<file path="config.mk">
export PLATFORM = sky130hd
export DESIGN_NAME = reg_test_access
export DESIGN_NICKNAME = d
export VERILOG_FILES = /design/src/rtl/tap_pkg.sv /design/src/rtl/tap_mode_dec.sv /design/src/rtl/tap_cell_bank.sv /design/src/rtl/tap_out_mux.sv /design/src/rtl/reg_test_access.sv
export SDC_FILE = /design/constraint.sdc
export NUM_CORES = 1
export LEC_CHECK = 0
export BUFFER_PORTS_ARGS = -buffer_cell sky130_fd_sc_hd__buf_2
export CAP_MARGIN = 20
export CELL_PAD_IN_SITES_DETAIL_PLACEMENT = 0
export CELL_PAD_IN_SITES_GLOBAL_PLACEMENT = 1
export CORE_ASPECT_RATIO = 1.2
export CORE_MARGIN = 10
export CORE_UTILIZATION = 26
export DETAILED_ROUTE_END_ITERATION = 10
export PLACE_DENSITY_LB_ADDON = 0.1
export SLEW_MARGIN = 25
export SYNTH_ARGS = -nofsm -noshare
export SYNTH_HDL_FRONTEND = slang
export SYNTH_SLANG_ARGS = --single-unit
export TNS_END_PERCENT = 30
</file>
<file path="constraint.sdc">
create_clock -name clk -period 1.5 [get_ports clk]
set_input_delay 0.075 -clock clk [delete_from_list [all_inputs] [get_ports clk]]
set_output_delay 0.075 -clock clk [all_outputs]
set_load 0.01 [all_outputs]
</file>
<file path="src/rtl/tap_pkg.sv">
package tap_pkg;

    localparam int CELL_N = 24;
    localparam int GRP_W  = CELL_N / 2;

    typedef enum logic {
        RANK_ONE = 1'b0,
        RANK_TWO = 1'b1
    } rank_e;

    typedef enum logic {
        CELLS_EVEN = 1'b0,
        CELLS_ODD  = 1'b1
    } parity_e;

    typedef struct packed {
        rank_e   rank;
        parity_e parity;
    } group_t;

    typedef struct packed {
        logic   load;
        logic   capture;
        group_t grp;
    } bank_ctl_t;

    // Mask of cells that belong to one parity group.
    function automatic logic [CELL_N-1:0] parity_mask(parity_e p);
        logic [CELL_N-1:0] m;
        for (int c = 0; c < CELL_N; c++) begin
            m[c] = ((c % 2) == int'(p));
        end
        return m;
    endfunction

    // Place group data onto the cells of one parity.
    function automatic logic [CELL_N-1:0] spread(logic [GRP_W-1:0] d, parity_e p);
        logic [CELL_N-1:0] v;
        v = '0;
        for (int i = 0; i < GRP_W; i++) begin
            v[2*i + int'(p)] = d[i];
        end
        return v;
    endfunction

    // Pull the cells of one parity back into group order.
    function automatic logic [GRP_W-1:0] gather(logic [CELL_N-1:0] v, parity_e p);
        logic [GRP_W-1:0] d;
        for (int i = 0; i < GRP_W; i++) begin
            d[i] = v[2*i + int'(p)];
        end
        return d;
    endfunction

endpackage

</file>
<file path="src/rtl/tap_mode_dec.sv">
module tap_mode_dec
    import tap_pkg::*;
(
    input  logic      clk,
    input  logic      rst,
    input  logic      cap_en,
    input  logic      pl_mode,
    input  logic      obs_mode,
    input  logic      lock,
    input  logic      tst_stb,
    input  logic      rank_sel,
    input  logic      odd_sel,
    output bank_ctl_t ctl,
    output logic      obs_on
);

    logic stb_q;
    logic pl_on;
    logic stb_rise;

    always_ff @(posedge clk) begin
        if (rst) begin
            stb_q <= 1'b0;
        end else begin
            stb_q <= tst_stb;
        end
    end

    always_comb begin
        pl_on      = pl_mode && !lock;
        obs_on     = obs_mode && !lock;
        stb_rise   = tst_stb && !stb_q;
        ctl.load   = pl_on && stb_rise;
        ctl.capture = cap_en;
        ctl.grp.rank   = rank_e'(rank_sel);
        ctl.grp.parity = parity_e'(odd_sel);
    end

    // a strobe held high cannot load on two consecutive edges
    a_r7_single_load: assert property (@(posedge clk) disable iff (rst)
        ctl.load |=> !ctl.load);

    // lock blocks any load
    a_r9_lock_no_load: assert property (@(posedge clk) disable iff (rst)
        lock |-> !ctl.load);

endmodule

</file>
<file path="src/rtl/tap_cell_bank.sv">
module tap_cell_bank
    import tap_pkg::*;
#(
    parameter int NCELL = tap_pkg::CELL_N,
    localparam int GW   = NCELL / 2
) (
    input  logic             clk,
    input  logic             rst,
    input  bank_ctl_t        ctl,
    input  logic [NCELL-1:0] d_rank1,
    input  logic [NCELL-1:0] d_rank2,
    input  logic [GW-1:0]    pl_data,
    output logic [NCELL-1:0] rank1_q,
    output logic [NCELL-1:0] rank2_q
);

    logic [NCELL-1:0] grp_mask;
    logic [NCELL-1:0] grp_data;

    always_comb begin
        grp_mask = parity_mask(ctl.grp.parity);
        grp_data = spread(pl_data, ctl.grp.parity);
    end

    for (genvar c = 0; c < NCELL; c++) begin : g_cell
        logic hit1;
        logic hit2;

        always_comb begin
            hit1 = grp_mask[c] && (ctl.grp.rank == RANK_ONE);
            hit2 = grp_mask[c] && (ctl.grp.rank == RANK_TWO);
        end

        always_ff @(posedge clk) begin
            if (rst) begin
                rank1_q[c] <= 1'b0;
                rank2_q[c] <= 1'b0;
            end else if (ctl.load) begin
                if (hit1) rank1_q[c] <= grp_data[c];
                if (hit2) rank2_q[c] <= grp_data[c];
            end else if (ctl.capture) begin
                rank1_q[c] <= d_rank1[c];
                rank2_q[c] <= d_rank2[c];
            end
        end
    end

    // reset clears the whole bank
    a_r1_reset_clear: assert property (@(posedge clk)
        rst |=> (rank1_q == '0 && rank2_q == '0));

    // loaded group matches the pin bus in cell order
    a_r3_group_loaded: assert property (@(posedge clk) disable iff (rst)
        (ctl.load && ctl.grp.rank == RANK_ONE) |=>
            gather(rank1_q, $past(ctl.grp.parity)) == $past(pl_data));

    // loading one rank leaves the other rank untouched
    a_r6_other_rank_hold: assert property (@(posedge clk) disable iff (rst)
        (ctl.load && ctl.grp.rank == RANK_ONE) |=> $stable(rank2_q));

    // no capture and no load means the bank holds
    a_r2_idle_hold: assert property (@(posedge clk) disable iff (rst)
        (!ctl.load && !ctl.capture) |=> ($stable(rank1_q) && $stable(rank2_q)));

endmodule

</file>
<file path="src/rtl/tap_out_mux.sv">
module tap_out_mux #(
    parameter int NCELL = tap_pkg::CELL_N
) (
    input  logic             clk,
    input  logic             rst,
    input  logic             obs_on,
    input  logic             lock,
    input  logic [NCELL-1:0] out_d,
    input  logic [NCELL-1:0] pin_oe,
    input  logic [NCELL-1:0] rank2_q,
    output logic [NCELL-1:0] pin_q
);

    for (genvar c = 0; c < NCELL; c++) begin : g_pin
        logic src;
        always_comb begin
            src      = obs_on ? rank2_q[c] : out_d[c];
            pin_q[c] = pin_oe[c] && src;
        end
    end

    // a disabled output never drives a one
    a_r8_oe_gate: assert property (@(posedge clk) disable iff (rst)
        (pin_q & ~pin_oe) == '0);

    // under lock the outputs carry normal data only
    a_r9_lock_normal_out: assert property (@(posedge clk) disable iff (rst)
        lock |-> pin_q == (out_d & pin_oe));

endmodule

</file>
<file path="src/rtl/reg_test_access.sv">
module reg_test_access
    import tap_pkg::*;
#(
    parameter int NCELL = tap_pkg::CELL_N,
    localparam int GW   = NCELL / 2
) (
    input  logic             clk,
    input  logic             rst,
    input  logic             cap_en,
    input  logic [NCELL-1:0] d_rank1,
    input  logic [NCELL-1:0] d_rank2,
    input  logic [NCELL-1:0] out_d,
    input  logic [NCELL-1:0] pin_oe,
    input  logic             pl_mode,
    input  logic             obs_mode,
    input  logic             lock,
    input  logic             tst_stb,
    input  logic             rank_sel,
    input  logic             odd_sel,
    input  logic [GW-1:0]    pl_data,
    output logic [NCELL-1:0] rank1_q,
    output logic [NCELL-1:0] rank2_q,
    output logic [NCELL-1:0] pin_q
);

    bank_ctl_t ctl;
    logic      obs_on;

    tap_mode_dec u_dec (
        .clk      (clk),
        .rst      (rst),
        .cap_en   (cap_en),
        .pl_mode  (pl_mode),
        .obs_mode (obs_mode),
        .lock     (lock),
        .tst_stb  (tst_stb),
        .rank_sel (rank_sel),
        .odd_sel  (odd_sel),
        .ctl      (ctl),
        .obs_on   (obs_on)
    );

    tap_cell_bank #(.NCELL(NCELL)) u_bank (
        .clk     (clk),
        .rst     (rst),
        .ctl     (ctl),
        .d_rank1 (d_rank1),
        .d_rank2 (d_rank2),
        .pl_data (pl_data),
        .rank1_q (rank1_q),
        .rank2_q (rank2_q)
    );

    tap_out_mux #(.NCELL(NCELL)) u_mux (
        .clk     (clk),
        .rst     (rst),
        .obs_on  (obs_on),
        .lock    (lock),
        .out_d   (out_d),
        .pin_oe  (pin_oe),
        .rank2_q (rank2_q),
        .pin_q   (pin_q)
    );

    // with both modes on, the outputs follow the second rank
    a_r10_obs_during_load: assert property (@(posedge clk) disable iff (rst)
        (pl_mode && obs_mode && !lock) |-> pin_q == (rank2_q & pin_oe));

endmodule

</file>
==> flow_summary.toml, run 1 <==
[power]
internal_power_uw = 2550
power_leakage_uw = 0.00199
seqPwrFrac_pct = 39.1
net-switching-power_uw = 1240
power_density_nw_per_um2 = 757
power_uw = 3790
clkPwrFrac_pct = 28.8
combPwrFrac_pct = 32.1
swShare_pct = 32.8
ir_worst_vdd_mv = 0.436

[sta]
final.setup.tns_ns = -1.59
period_needed_ns = 1.56
timing.final.crit_share_pct = 104
fmax_mhz = 639
report.final.slew_viol_count = 0
setup_viol = 48
tightest_slew_ns = 0.630
hold_viol_final = 0
rsz0062_at_grt = "yes"
fin_worst_skew_ns = 0.00218
setup_ws_ns = -0.0639
slew-limit-headroom_pct = 58.0

[route]
drt_wl_total_mm = 14.3
wl_per_cell_um = 20.4
ant_nets = 0
top_layer_used = "met5"
vias = 3379
met2WireLength_mm = 7.18
wl_met3_um = 782
wl_met1_mm = 6.22
first_pass_iters = 4
drtIter0Drc = 126
drc = 0
vias_per_cell = 4.84

[synthesis]
yosys.area_share.adder_pct = 0
synth_top_family_by_area = "compound AO/OA/AOI/OAI gates"
synth_compound_area_share_pct = 28.6
synth_edf_count = 0
netlist.area_leader.share_pct = 32.9
yosys_warnings = 0
synth_most_common_cell = "nor3_1"
ys_async_sr_fraction_pct = 0
synthTopCellsByArea = "dfxtp_1 (33%), a2111oi_2 (20%), nor3_1 (16%), nand2_1 (6.2%), a21boi_1 (6.0%)"
synth-simple-area-share_pct = 24.4
synth_commonest_cells = "nor3_1 (96), dfxtp_1 (49), nand2_1 (49)"
synthXorXnorAreaFrac_pct = 0
synthCells = 362
synthFlopType = "dfxtp_1"
yosysSeqAreaShare_pct = 32.9
synth.net_count = 479
avgSynthCellArea_um2 = 8.23
synthMuxAreaShare_pct = 2.02
synth_cell_type_count = 19
syn_area_um2 = 2980
ys_ff_latch = 49
synth_top_cell_by_area = "dfxtp_1"

[floorplanning]
row_count = 42
initial_core_util_pct = 26.7
die_x_um = 118
dieArea_um2 = 16200
dieHeight_um = 137
core_area_um2 = 11100
pin_count = 189

[place]
io_buffer_count = 188
hpwlAfterDp_mm = 10.1
pre_cts_slack_ns = -0.218
place.gp.congestion = 0.724

[cells_and_area]
drive_gt1_share_pct = 50.5
final_util_pct = 44.9
layout-area-overhead-vs-synth_pct = 67.9
finalNetCount = 661

[clock_tree]
clock_sinks = 49
cts_tree = "done"
cts_buffers = 5
clock_path_buffers = 2
htree_num_levels = 2
clock_latency_ns = 0.29
cts_setup_buffers = 0
path_clk_slew_ns = 0.07
cts_root_buf = "clkbuf_16"

[grt]
grt_max_degree = 50
grt_pass1_wl_mm = 21.1
grt-ovfl-total = 0
grt_pass1_vias = 3539
grt_antenna_before_repair = 2
groute.usage.overall_pct = 16.4

[hold_path]
hold_depth = 3
hold_path.class = "input port to flip-flop"

[critical_path]
end_kind = "flip-flop"
start_kind = "flip-flop"
criticalPathCategory = "flip-flop to flip-flop"
crit_arrival_ns = 1.76
r2r_cells = 3
cp_max_fo = 6
cp.required_ns = 1.69

[outcome]
status = "complete, but fails checks"
violations = "negative setup slack"

[run]
cap_violations = 0
final cells by class:
class,instances,area [um2]
Clock inverter,1,5.00
Fill cell,1156,6140
Clock buffer,5,125
Tap cell,154,193
Multi-Input combinational cell,234,2370
Sequential cell,49,982
Antenna cell,1,2.50
Inverter,49,184
Timing Repair Buffer,205,1130
per-layer routing:
metal	global-route usage [%]	vias to the layer above
met3	4.26	8
met5	0	-
met4	2.27	2
met2	29.2	115
met1	20.0	1586
li1	-	1668
final timing paths:
| kind | start | slack, ns | endpoint |
|---|---|---|---|
| setup / recovery | u_dec.stb_q | -0.06 | u_bank.rank1_q[0] |
| hold / removal | tst_stb | 0.18 | u_dec.stb_q |
| setup reg to reg | u_dec.stb_q | -0.06 | u_bank.rank1_q[0] |
| hold reg to reg | u_bank.rank1_q[18] | 0.51 | u_bank.rank1_q[18] |
registers in the layout, indices dropped and copies added (netlist names):
name / flops
u_bank.rank2_q: 24
u_bank.rank1_q: 24
u_dec.stb_q: 1
stage by stage:
step	std cells	area (um2)	hold WS, ns
after floorplan	362	2980	0.203
after global placement	686	4130	0.427
final	698	5000	0.181
after detailed placement	686	4130	0.430
after global routing	697	5000	0.222
after CTS	697	4770	0.164
what timing repair did:
action,CTS,global route
gates cloned,5,0
gates resized for setup,53,18
setup endpoints to repair,48,48
hold buffers,0,0
pin swaps,32,20
layout by cell type (no fill, tap or decap):
cell type | synthesis | routed
nand2b_1 | 3 | 3
buf_6 | 5 | 1
diode_2 | 0 | 1
nor2b_2 | 0 | 1
nand4bb_2 | 0 | 1
clkinv_2 | 0 | 1
dfxtp_1 | 49 | 48
nand2_1 | 49 | 49
buf_4 | 0 | 11
clkbuf_16 | 0 | 5
a21boi_1 | 24 | 24
dfxtp_2 | 0 | 1
nor2b_1 | 2 | 1
or2_2 | 1 | 1
mux2_4 | 4 | 8
and4bb_4 | 0 | 2
inv_2 | 1 | 1
inv_1 | 48 | 48
nor3_1 | 96 | 96
buf_12 | 0 | 5
buf_2 | 6 | 188
a2111oi_4 | 0 | 48
critical path, stage by stage, from the launching register on:
cell       delay, ns
dfxtp_2         0.33
and4bb_4        0.41
mux2_4          0.42
a2111oi_4       0.31
cell families after synthesis:
logic type      after synthesis
simple gates                153
mux                           4
compound gates               72
flops                        49
buf+inv                      84
power by group through the flow:
| stage | Clock [uW] | Sequential, uW | Combinational, uW |
|---|---|---|---|
| final | 1090 | 1480 | 1210 |
| after global routing | 1170 | 1490 | 1300 |
| after CTS | 1120 | 1480 | 1150 |
| after detailed placement | 0 | 1510 | 963 |
| after global placement | 0 | 1510 | 955 |
| after floorplan | 0 | 1550 | 461 |
(Power assumes the default switching activity.)
==> inputs of run 2 (changes only) <==
==> constraint.sdc (replaced) <==
create_clock -name clk -period 1.5 [get_ports clk]
set_input_delay 0.375 -clock clk [delete_from_list [all_inputs] [get_ports clk]]
set_output_delay 0.375 -clock clk [all_outputs]
set_load 0.01 [all_outputs]
==> flow_summary.toml, run 2 (same netlist as run 1, synthesis figures left out) <==
[clock_tree]
cts_tree = "done"
clock_sinks = 49
htree_num_levels = 2
path_clk_slew_ns = 0.06
cts_root_buf = "clkbuf_16"
cts_buffers = 5
clock_latency_ns = 0.29
clock_path_buffers = 2
cts_hold_buf = 0

[sta]
timing.final.crit_share_pct = 108
setup_viol = 71
fmax_mhz = 620
fin_worst_skew_ns = 0.00431
final.setup.tns_ns = -3.63
period_needed_ns = 1.61
tightest_slew_ns = 0.588
hold_viol_final = 0
slew-limit-headroom_pct = 60.8
setup_ws_ns = -0.114
hold_slack_ns = 0.480
report.final.slew_viol_count = 0
rsz0062_at_grt = "yes"

[critical_path]
crit_path_start = "lock"
cp_max_fo = 6
worst_r2r_endpoint = "u_bank.rank1_q[7]"
r2r_cells = 3
crit_arrival_ns = 1.24
crit_slowest_cell = "a21boi_2"
start_kind = "input port"
end_kind = "output pin"
critPathMaxStageDelay_ns = 0.16
cp_common_cell = "buf_12"
criticalPathCategory = "input port to output pin"
worstReg2RegStart = "u_dec.stb_q"
cp.required_ns = 1.12
path_cells = "buf_8, nor2b_4, buf_12, buf_12, nand2_4, a21boi_2, buf_2"
cp_num_cells = 7
regToRegSetupSlack_ns = -0.10
critPathCapture = "pin_q[11]"
crit_family = "buffers and inverters"
crit_buf_inv = 4

[cells_and_area]
finalNetCount = 672
stdcell_count = 710
drive_gt1_share_pct = 53.6
top_regs = "u_bank.rank1_q: 24 flops, u_bank.rank2_q: 24 flops, u_dec.stb_q: 1 flops"
final_cell_mix = "buf_2 (186), nor3_1 (96), inv_1 (48), dfxtp_1 (48), nand2_1 (44)"
layout-area-overhead-vs-synth_pct = 73.7
final_common_cell = "buf_2"

[place]
hpwlAfterDp_mm = 10.1
place.gp.congestion = 0.724
io_buffer_count = 188
dp_cells = 689

[route]
drtIter0Drc = 159
first_pass_iters = 4
wl_per_cell_um = 21.3
ant_nets = 0
vias_per_cell = 4.94
drc = 0
drt_wl_total_mm = 15.1
vias = 3504

[floorplanning]
row_count = 42
core_area_um2 = 11100
die_x_um = 118
initial_core_util_pct = 26.7
dieArea_um2 = 16200
dieHeight_um = 137
pin_count = 189

[hold_path]
hold_path.class = "flip-flop to flip-flop"
hold_depth = 2

[grt]
groute.usage.overall_pct = 16.9
grt_pass1_wl_mm = 21.6
grt-ovfl-total = 0
grt_pass1_vias = 3691
grt_max_degree = 50
grt_antenna_before_repair = 1

[outcome]
violations = "negative setup slack"
status = "complete, but fails checks"

[run]
cap_violations = 0

[power]
power_density_nw_per_um2 = 739
ir_worst_vdd_mv = 0.517
power_leakage_uw = 0.00210
==> run 2: through the flow <==
stage          power (uW)  util (%)  setup slack (ns)  instance area [um2]
6_report             3820      46.4            -0.114                 5170
5_1_grt              4000      46.4            -0.162                 5170
4_1_cts              3740      43.1           -0.0984                 4800
3_5_place_dp         2480      37.3            -0.420                 4160
3_3_place_gp         2470      37.3            -0.333                 4160
2_1_floorplan        2000         -            -0.123                 2980
==> run 2: cell type report <==
cell class                 instances  area (um2)
multi-input combinational        234        2340
clock inverter                     1        5.00
tap                              154         193
inverter                          49         184
clock buffer                       5         125
antenna                            2        5.00
fill                            1147        5970
sequential                        49         982
timing repair buffer             216        1340
==> run 2: metal layers <==
metal	GRT usage, %	vias up	part of all wire, %	routed length [um]
li1	-	1681	-	-
met1	20.7	1680	42	6400
met2	29.5	134	51	7690
met3	4.50	9	6.0	907
met4	2.89	0	0.92	140
met5	0	-	0	0
==> run 2: how the worst min path moves through the flow <==
stage                        from                  to  slack (ns)
5_1_grt         u_bank.rank1_q[8]   u_bank.rank1_q[8]        0.49
3_3_place_gp    u_bank.rank1_q[9]   u_bank.rank1_q[9]        0.46
6_report        u_bank.rank1_q[8]   u_bank.rank1_q[8]        0.48
2_1_floorplan  u_bank.rank1_q[12]  u_bank.rank1_q[12]        0.49
3_5_place_dp    u_bank.rank1_q[9]   u_bank.rank1_q[9]        0.46
4_1_cts                   tst_stb         u_dec.stb_q        0.46
==> run 2: power by group <==
part | switching [uW] | leakage, uW | total, uW | internal, uW
Combinational | 685 | 0.00162 | 1270 | 582
Clock | 473 | 0.0000655 | 1070 | 597
Sequential | 76.7 | 0.000408 | 1490 | 1410
Total | 1230 | 0.00210 | 3820 | 2590
==> run 2: worst min-delay path: stages, from the launching register on <==
cell	delay, ns
dfxtp_1	0.32
inv_1	0.06
a2111oi_2	0.05
==> run 2: timing repair <==
action / in CTS / in global routing
endpoints found under the setup margin: 72 / 71
pin swaps: 23 / 25
buffers inserted: 3 / 1
gates resized for setup: 58 / 32
cloned: 6 / 4
==> inputs of run 3 (changes only) <==
Settings changed: SYNTH_HIERARCHICAL set to 1.
==> flow_summary.toml, run 3 <==
[outcome]
status = "complete, but fails checks"
violations = "negative setup slack"

[floorplanning]
initial_core_util_pct = 26.6
pin_count = 189
dieArea_um2 = 14800
dieHeight_um = 131
row_count = 40
core_area_um2 = 10100
die_x_um = 113

[synthesis]
synth_cell_type_count = 22
synth_most_common_cell = "nor3_1"
synthCells = 298
synth.net_count = 415
synth_edf_count = 0
synthTopCellsByArea = "dfxtp_1 (37%), a222oi_1 (18%), nor3_1 (18%), mux2i_1 (9.0%), nor2b_1 (6.3%)"
yosys_warnings = 6
synthFlopType = "dfxtp_1"
syn_area_um2 = 2680
synth_commonest_cells = "nor3_1 (96), dfxtp_1 (49), a222oi_1 (48)"
yosysSeqAreaShare_pct = 36.6
synth_top_cell_by_area = "dfxtp_1"
ys_async_sr_fraction_pct = 0
avgSynthCellArea_um2 = 8.99
ys_ff_latch = 49
netlist.area_leader.share_pct = 36.6

[sta]
rsz0062_at_grt = "yes"
slew-limit-headroom_pct = 71.0
period_needed_ns = 1.72
setup_viol = 71
setup_ws_ns = -0.218
tightest_slew_ns = 0.435
fmax_mhz = 582
timing.final.crit_share_pct = 115
report.final.slew_viol_count = 0
hold_viol_final = 0
fin_worst_skew_ns = 0.00297

[grt]
groute.usage.overall_pct = 17.0
grt-ovfl-total = 0
grt_pass1_vias = 3499
grt_max_degree = 50
grt_antenna_before_repair = 2
grt_pass1_wl_mm = 20.4

[power]
combPwrFrac_pct = 27.0
power_density_nw_per_um2 = 841
power_leakage_uw = 0.00194
clkPwrFrac_pct = 31.6
internal_power_uw = 2550
ir_worst_vdd_mv = 0.465
swShare_pct = 28.5
seqPwrFrac_pct = 41.4
power_uw = 3570
net-switching-power_uw = 1020

[critical_path]
regToRegSetupSlack_ns = -0.15
worstReg2RegStart = "u_dec/stb_q"
cp.required_ns = 1.12
start_kind = "input port"
crit_slowest_cell = "and2b_2"
end_kind = "output pin"
critPathMaxStageDelay_ns = 0.26
criticalPathCategory = "input port to output pin"
r2r_cells = 4
cp_max_fo = 17
path_cells = "buf_6, and2b_2, buf_12, mux2i_1, nor2b_1, buf_2"
worst_r2r_endpoint = "u_bank/rank1_q[10]"
crit_path_start = "lock"
crit_arrival_ns = 1.34

[place]
hpwlAfterDp_mm = 10.4
io_buffer_count = 188
place.gp.congestion = 0.818
dpl_cell_area_um2 = 4030

[hold_path]
hold_depth = 2
hold_end = "u_dec/stb_q"
hold_path.class = "input port to flip-flop"
hp-start = "tst_stb"

[route]
vias_per_cell = 5.45
drc = 0
wl_per_cell_um = 21.5
drt_wl_total_mm = 13.4
ant_nets = 0
vias = 3401
drtIter0Drc = 429
first_pass_iters = 7

[clock_tree]
path_clk_slew_ns = 0.06
cts_buffers = 5
clock_latency_ns = 0.28
htree_num_levels = 2
cts_hold_buf = 0
clock_sinks = 49
clock_path_buffers = 2
cts_root_buf = "clkbuf_16"
cts_tree = "done"

[cells_and_area]
final_cell_mix = "buf_2 (187), nor3_1 (96), dfxtp_1 (49)"
final_common_cell = "buf_2"
fin_area_um2 = 4250
finalNetCount = 615
top_regs = "u_bank/rank1_q: 24 flops, u_bank/rank2_q: 24 flops, u_dec/stb_q: 1 flops"
diodes = 0
layout-area-overhead-vs-synth_pct = 58.6
drive_gt1_share_pct = 50.8

[run]
cap_violations = 0
[run 3: cell types whose count changed in the layout (fill, tap and decap cells not counted), sizes merged, moves of 24 or more]
cell     before  now
a21boi       24    0
inv          49    1
nor2b         2   27
mux2i         0   24
nand2        49    0
a2111oi      48    0
a222oi        0   48
[run 3: how the worst max path moves through the flow]
stage                         end  slack (ns)
4_1_cts                 pin_q[18]       -0.21
3_3_place_gp   u_bank/rank1_q[10]       -0.47
6_report                pin_q[18]       -0.22
5_1_grt                 pin_q[13]       -0.28
2_1_floorplan  u_bank/rank1_q[18]       -0.17
3_5_place_dp   u_bank/rank1_q[10]       -0.50
[run 3: what timing repair did]
| action | 4_1_cts | 5_1_grt |
|---|---|---|
| endpoints found under the setup margin | 72 | 72 |
| cloned | 1 | 0 |
| resized for setup | 11 | 6 |
| pin swaps | 29 | 7 |
| setup buffers | 0 | 1 |
[run 3: cell families (layout without fill, tap and decap cells)]
| logic type | after synthesis | after routing | share of synthesized area, % |
|---|---|---|---|
| AO/OA/AOI/OAI | 48 | 48 | 17.9 |
| buffers and inverters | 42 | 241 | 8.69 |
| flip-flops | 49 | 49 | 36.6 |
| multiplexers | 24 | 24 | 8.97 |
| AND/OR/NAND/NOR | 135 | 136 | 27.8 |
[run 3: area by class of cell]
class,instances,area (um2)
Clock buffer,7,143
Fill cell,1056,5810
Inverter,1,6.26
Multi-Input combinational cell,208,1530
Sequential cell,49,981
Tap cell,126,158
Timing Repair Buffer,233,1440
[run 3: stage by stage]
stage | instances | worst slack [ns] | hold slack, ns | setup TNS, ns | util [%]
after floorplan | 298 | -0.165 | 0.447 | -4.56 | -
after global routing | 624 | -0.277 | 0.354 | -13.62 | 42.2
after global placement | 615 | -0.472 | 0.509 | -23.24 | 40.0
after detailed placement | 615 | -0.502 | 0.518 | -24.70 | 40.0
final | 624 | -0.218 | 0.327 | -7.53 | 42.2
after CTS | 623 | -0.205 | 0.319 | -7.77 | 41.9
[run 3: power groups by stage]
| stage | combinational, uW | clock, uW | sequential [uW] |
|---|---|---|---|
| after floorplan | 433 | 0 | 1550 |
| after global placement | 940 | 0 | 1510 |
| after detailed placement | 949 | 0 | 1510 |
| after CTS | 967 | 1170 | 1480 |
| after global routing | 1050 | 1210 | 1490 |
| final | 964 | 1130 | 1480 |
[run 3: per-layer routing]
layer	track usage [%]	part of all wire, %
met5	0	0.20
met4	3.67	1.0
met3	4.83	10
met2	28.8	49
met1	20.6	40
[run 3: worst max-delay path: cells and delay by family]
family	cells	cell delay [ns]
simple gates	2	0.32
mux	1	0.21
buf+inv	3	0.41
